File: src/rtl/ltg_pkg.sv
package ltg_pkg;
    typedef enum logic [1:0] {
        ST_IDLE  = 2'd0,
        ST_SCAN  = 2'd1,
        ST_JUDGE = 2'd2,
        ST_DONE  = 2'd3
    } ltg_state_e;
endpackage

File: src/rtl/ltg_popcount.sv
module ltg_popcount #(
    parameter int W  = 8,
    localparam int CW = $clog2(W + 1)
) (
    input  logic [W-1:0]  bits,
    output logic [CW-1:0] count
);
    always_comb begin
        count = '0;
        for (int i = 0; i < W; i++) begin
            count = count + CW'(bits[i]);
        end
    end
endmodule

File: src/rtl/ltg_adj_store.sv
module ltg_adj_store #(
    parameter int NV = 8,
    parameter int AW = 3
) (
    input  logic          clk,
    input  logic          rst_n,
    input  logic          we,
    input  logic [AW-1:0] waddr,
    input  logic [NV-1:0] wdata,
    input  logic [AW-1:0] raddr,
    output logic [NV-1:0] rdata
);
    logic [NV-1:0] rows [NV];

    for (genvar g = 0; g < NV; g++) begin : g_row
        always_ff @(posedge clk or negedge rst_n) begin
            if (!rst_n) begin
                rows[g] <= '0;
            end else if (we && (waddr == AW'(g))) begin
                rows[g] <= wdata;
            end
        end
    end

    assign rdata = rows[raddr];
endmodule

File: src/rtl/ltg_prune_engine.sv
module ltg_prune_engine #(
    parameter  int SEG_W = 3,
    localparam int NV    = 1 << SEG_W,
    localparam int MW    = $clog2(SEG_W + 1)
) (
    input  logic             clk,
    input  logic             rst_n,
    input  logic             wr_en,
    input  logic [SEG_W-1:0] wr_addr,
    input  logic [NV-1:0]    wr_row,
    input  logic             start,
    output logic             busy,
    output logic             done,
    output logic             found,
    output logic [MW-1:0]    width_m,
    output logic [NV-1:0]    alive_mask
);
    import ltg_pkg::*;

    localparam int AW = SEG_W;
    localparam int CW = $clog2(NV + 1);

    ltg_state_e    state_q, state_d;
    logic [AW-1:0] idx_q;
    logic [MW-1:0] m_q;
    logic [NV-1:0] alive_q;
    logic          changed_q;
    logic          found_q;

    logic [NV-1:0] row;
    logic [CW-1:0] deg;
    logic [CW-1:0] surv;
    logic [CW-1:0] thr;
    logic          drop;
    logic          last_idx;
    logic          idle_like;

    ltg_adj_store #(.NV(NV), .AW(AW)) u_store (
        .clk   (clk),
        .rst_n (rst_n),
        .we    (wr_en && !busy),
        .waddr (wr_addr),
        .wdata (wr_row),
        .raddr (idx_q),
        .rdata (row)
    );

    ltg_popcount #(.W(NV)) u_deg (
        .bits  (row & alive_q),
        .count (deg)
    );

    ltg_popcount #(.W(NV)) u_surv (
        .bits  (alive_q),
        .count (surv)
    );

    assign thr       = CW'(1) << m_q;
    assign drop      = alive_q[idx_q] && (deg < thr);
    assign last_idx  = (idx_q == AW'(NV - 1));
    assign idle_like = (state_q == ST_IDLE) || (state_q == ST_DONE);

    // state register
    always_ff @(posedge clk or negedge rst_n) begin
        if (!rst_n) state_q <= ST_IDLE;
        else        state_q <= state_d;
    end

    // next-state logic
    always_comb begin
        state_d = state_q;
        unique case (state_q)
            ST_IDLE, ST_DONE: if (start) state_d = ST_SCAN;
            ST_SCAN:          if (last_idx) state_d = ST_JUDGE;
            ST_JUDGE: begin
                if (changed_q)       state_d = ST_SCAN;
                else if (surv >= thr) state_d = ST_DONE;
                else if (m_q == '0)   state_d = ST_DONE;
                else                  state_d = ST_SCAN;
            end
        endcase
    end

    // datapath registers
    always_ff @(posedge clk or negedge rst_n) begin
        if (!rst_n) begin
            idx_q     <= '0;
            m_q       <= '0;
            alive_q   <= '0;
            changed_q <= 1'b0;
            found_q   <= 1'b0;
        end else begin
            unique case (state_q)
                ST_IDLE, ST_DONE: begin
                    if (start) begin
                        idx_q     <= '0;
                        m_q       <= MW'(SEG_W - 1);
                        alive_q   <= '1;
                        changed_q <= 1'b0;
                        found_q   <= 1'b0;
                    end
                end
                ST_SCAN: begin
                    if (drop) begin
                        alive_q[idx_q] <= 1'b0;
                        changed_q      <= 1'b1;
                    end
                    idx_q <= last_idx ? '0 : idx_q + AW'(1);
                end
                ST_JUDGE: begin
                    idx_q     <= '0;
                    changed_q <= 1'b0;
                    if (!changed_q) begin
                        if (surv >= thr) begin
                            found_q <= 1'b1;
                        end else if (m_q == '0) begin
                            found_q <= 1'b0;
                            alive_q <= '0;
                        end else begin
                            m_q     <= m_q - MW'(1);
                            alive_q <= '1;
                        end
                    end
                end
            endcase
        end
    end

    // outputs
    always_comb begin
        busy       = (state_q == ST_SCAN) || (state_q == ST_JUDGE);
        done       = (state_q == ST_DONE);
        found      = found_q && (state_q == ST_DONE);
        width_m    = m_q;
        alive_mask = alive_q;
    end
endmodule

File: config.mk
export PLATFORM = sky130hd
export DESIGN_NAME = ltg_prune_engine
export DESIGN_NICKNAME = d
export VERILOG_FILES = /design/src/rtl/ltg_pkg.sv /design/src/rtl/ltg_popcount.sv /design/src/rtl/ltg_adj_store.sv /design/src/rtl/ltg_prune_engine.sv
export SDC_FILE = /design/constraint.sdc
export NUM_CORES = 1
export LEC_CHECK = 0
export BUFFER_PORTS_ARGS = -buffer_cell sky130_fd_sc_hd__buf_4
export CAP_MARGIN = 20
export CELL_PAD_IN_SITES_DETAIL_PLACEMENT = 0
export CELL_PAD_IN_SITES_GLOBAL_PLACEMENT = 2
export CORE_ASPECT_RATIO = 0.8
export CORE_MARGIN = 2
export CORE_UTILIZATION = 42
export CTS_BUF_LIST = sky130_fd_sc_hd__clkbuf_16
export CTS_CLUSTER_DIAMETER = 100
export CTS_CLUSTER_SIZE = 40
export DETAILED_ROUTE_END_ITERATION = 8
export GPL_ROUTABILITY_DRIVEN = 0
export GPL_TIMING_DRIVEN = 0
export PLACE_DENSITY_LB_ADDON = 0.05
export SKIP_CTS_REPAIR_TIMING = 1
export SYNTH_ARGS = -nofsm -noshare
export SYNTH_HDL_FRONTEND = slang
export SYNTH_SLANG_ARGS = --single-unit
export TNS_END_PERCENT = 30
File: constraint.sdc
create_clock -name clk -period 14.7 [get_ports clk]
set_input_delay 0 -clock clk [delete_from_list [all_inputs] [get_ports clk]]
set_output_delay 0 -clock clk [all_outputs]
set_load 0.02 [all_outputs]
==> results.cfg <==
[run_status]
status = completed

[final_layout]
final_cell_mix = dfrtp_1, mux2_2, inv_1, a22oi_1, buf_4
fillCellCount = 937
antennaDiodeCount = 0
area_growth_pct = 20.1
layout-drive-gt1-share_pct = 28.7
final_cells = 561
nets = 462
final_common_cell = dfrtp_1

[critical_path]
crit_fanout = 10
crit_required_ns = 14.96
crit_cells = 21
crit_family = adder cells
slowest_delay_ns = 0.55
crit_buf_inv = 6
crit_chain = buf_2, nor2b_1, nor2b_1, clkbuf_1, a22oi_1, a41oi_1, ha_1, inv_1, fa_1, inv_1, fa_1, inv_1, fa_1, fa_1, inv_1, ha_1, a21boi_0, o31ai_1, nand4_4, a221oi_4, a2bb2oi_1
worstSetupStartpointType = flip-flop
path_class = flip-flop to flip-flop
critPathSlowestCell = clkbuf_1
cp-end-kind = flip-flop
cp.arrival_ns = 6.72
reg2reg_depth = 21

[sta]
skew_ns = 0.00734
setup_tns_ns = 0
fin_crit_ns = 6.46
drv_slew = 0
rsz0062_at_grt = no
max_freq_ghz = 0.155
setup_violations = 0
relSlewSlack_pct = 22.5
worst_pin_slew_ns = 1.16
finalHoldViolCount = 0
layout_worst_path_cycle_share_pct = 44.0

[power_and_ir_drop]
netSwitchingFraction_pct = 37.9
p_leak_nw = 2.41
seq_power_share_pct = 28.1
ir_worst_vdd_mv = 0.159
intPower_uw = 734
powerDensity_nw_per_um2 = 223
netSwitchingPower_uw = 448
clkPwrFrac_pct = 24.8
pwr-share-comb_pct = 47.1

[clock_network]
tritoncts = yes
clock_latency_ns = 0.34
cts_buffers = 9
cts.sinks = 81
clk_pin_slew_ns = 0.06
cts-root-buf = clkbuf_16
cts.path.max_buffers = 2
cts_max_level = 3

[yosys]
synth_ff_type = dfrtp_1
synth_edf_count = 0
synthArstFlopShare_pct = 100
synth_fp_nets = 414
netlist_instances = 368
yosys_warnings = 0
avgSynthCellArea_um2 = 12.0
yosysTopAreaCell = dfrtp_1
ys_seq_area_share_pct = 45.8
synthTopCellsByArea = dfrtp_1, mux2_2, ha_1
synth_top_area_share_pct = 45.8
synth.distinct_cells = 44
ys_ff_latch = 81
syn_area_um2 = 4420

[floorplanning]
ios = 28
die_h_um = 95.8
initial_core_util_pct = 43.2
rows = 33
dieArea_um2 = 11400
fp.dieW_um = 119
core_um2 = 10200

[route]
post_drt_wl_per_cell_um = 19.9
routed_wl_um = 11200
ant_nets = 0
drc = 0
drt_iter0_drc = 142
vias_per_cell = 5.37
dr.pass1.iters = 4
num_vias = 3010

[min_path]
hold_class = primary input to async pin

[placement]
dp_cells = 535
portBuffers = 27
dp_hpwl_um = 7730

[grt]
grt_usage_pct = 21.1
grt_pass1_vias = 3014
antenna_found_initial = 0
overflow = 0
grt_max_degree = 82
grt_pass1_wl_um = 17600

[flow_run]
max_cap_viol_count = 0
==> cells in the mapped netlist, drive strengths merged, types with 5 or more instances <==
| master | number |
|---|---|
| dfrtp | 81 |
| mux2 | 65 |
| a22oi | 34 |
| inv | 33 |
| ha | 23 |
| nor2 | 15 |
| o21ai | 12 |
| clkbuf | 11 |
| nand2 | 9 |
| a2bb2oi | 8 |
| fa | 8 |
| nor2b | 8 |
| buf | 5 |
| nand2b | 5 |
==> power by group through the flow <==
| stage | Combinational, mW | Sequential [mW] | Clock [mW] |
|---|---|---|---|
| finish | 0.557 | 0.332 | 0.293 |
| global route | 0.627 | 0.341 | 0.309 |
| CTS | 0.562 | 0.333 | 0.300 |
| detailed placement | 0.558 | 0.337 | 0 |
| global placement | 0.548 | 0.335 | 0 |
| floorplan | 0.394 | 0.333 | 0 |
==> routing by layer <==
layer	part of all wire (%)	vias up	routed length (um)	track usage (%)
met5	0	-	0	0
met4	0.34	0	38	4.46
met3	5.6	4	629	4.74
met2	44	57	4880	31.7
met1	50	1517	5630	31.4
li1	-	1432	-	-
==> state kept, by name, summed over array words and instances, names as in the netlist <==
| signal | cells |
|---|---|
| u_store.rows | 64 |
| state_q | 2 |
| found_q | 1 |
| changed_q | 1 |
| alive_mask | 8 |
| idx_q | 3 |
| width_m | 2 |
==> final cells by class <==
class	count	area [um2]	share of cell area [%]
inverters	33	124	2.33
multi-input cells	238	2200	41.4
repair buffers	37	320	6.03
flip-flops and latches	81	2030	38.2
clock buffers	9	225	4.24
well taps	140	175	3.30
clock inverters	7	166	3.13
plain buffers	16	72.6	1.37
==> kinds of logic (layout without fill, tap and decap cells) <==
family | after synthesis | after routing | share of synthesized area (%)
AO/OA/AOI/OAI | 85 | 85 | 15.3
flip-flops | 81 | 81 | 45.8
multiplexers | 69 | 69 | 17.5
AND/OR/NAND/NOR | 51 | 51 | 6.48
buffers and inverters | 49 | 102 | 4.44
adder cells (fa/ha/maj) | 31 | 31 | 10.1
XOR/XNOR | 2 | 2 | 0.396
==> per-stage QoR <==
step	instance area [um2]	hold WS (ns)	power (mW)	util, %	setup WS (ns)
floorplan	4420	-0.296	0.727	-	9.45
global placement	4800	0.247	0.883	46.9	8.23
detailed placement	4800	0.265	0.895	46.9	8.23
CTS	5190	-0.105	1.19	50.7	8.22
global route	5310	0.0549	1.28	51.9	7.85
finish	5310	0.0442	1.18	51.9	8.24
==> final timing paths <==
path                             startpoint                to  slack (ns)
max                                idx_q[2]     alive_mask[5]        8.24
min                                   rst_n  u_store.rows[25]        0.04
max reg2reg                        idx_q[2]     alive_mask[5]        8.24
min reg2reg                u_store.rows[46]  u_store.rows[46]        0.51
max in group asynchronous             rst_n  u_store.rows[59]       14.06
min in group clk                      start        state_q[1]        0.07
(Power assumes the default switching activity.)
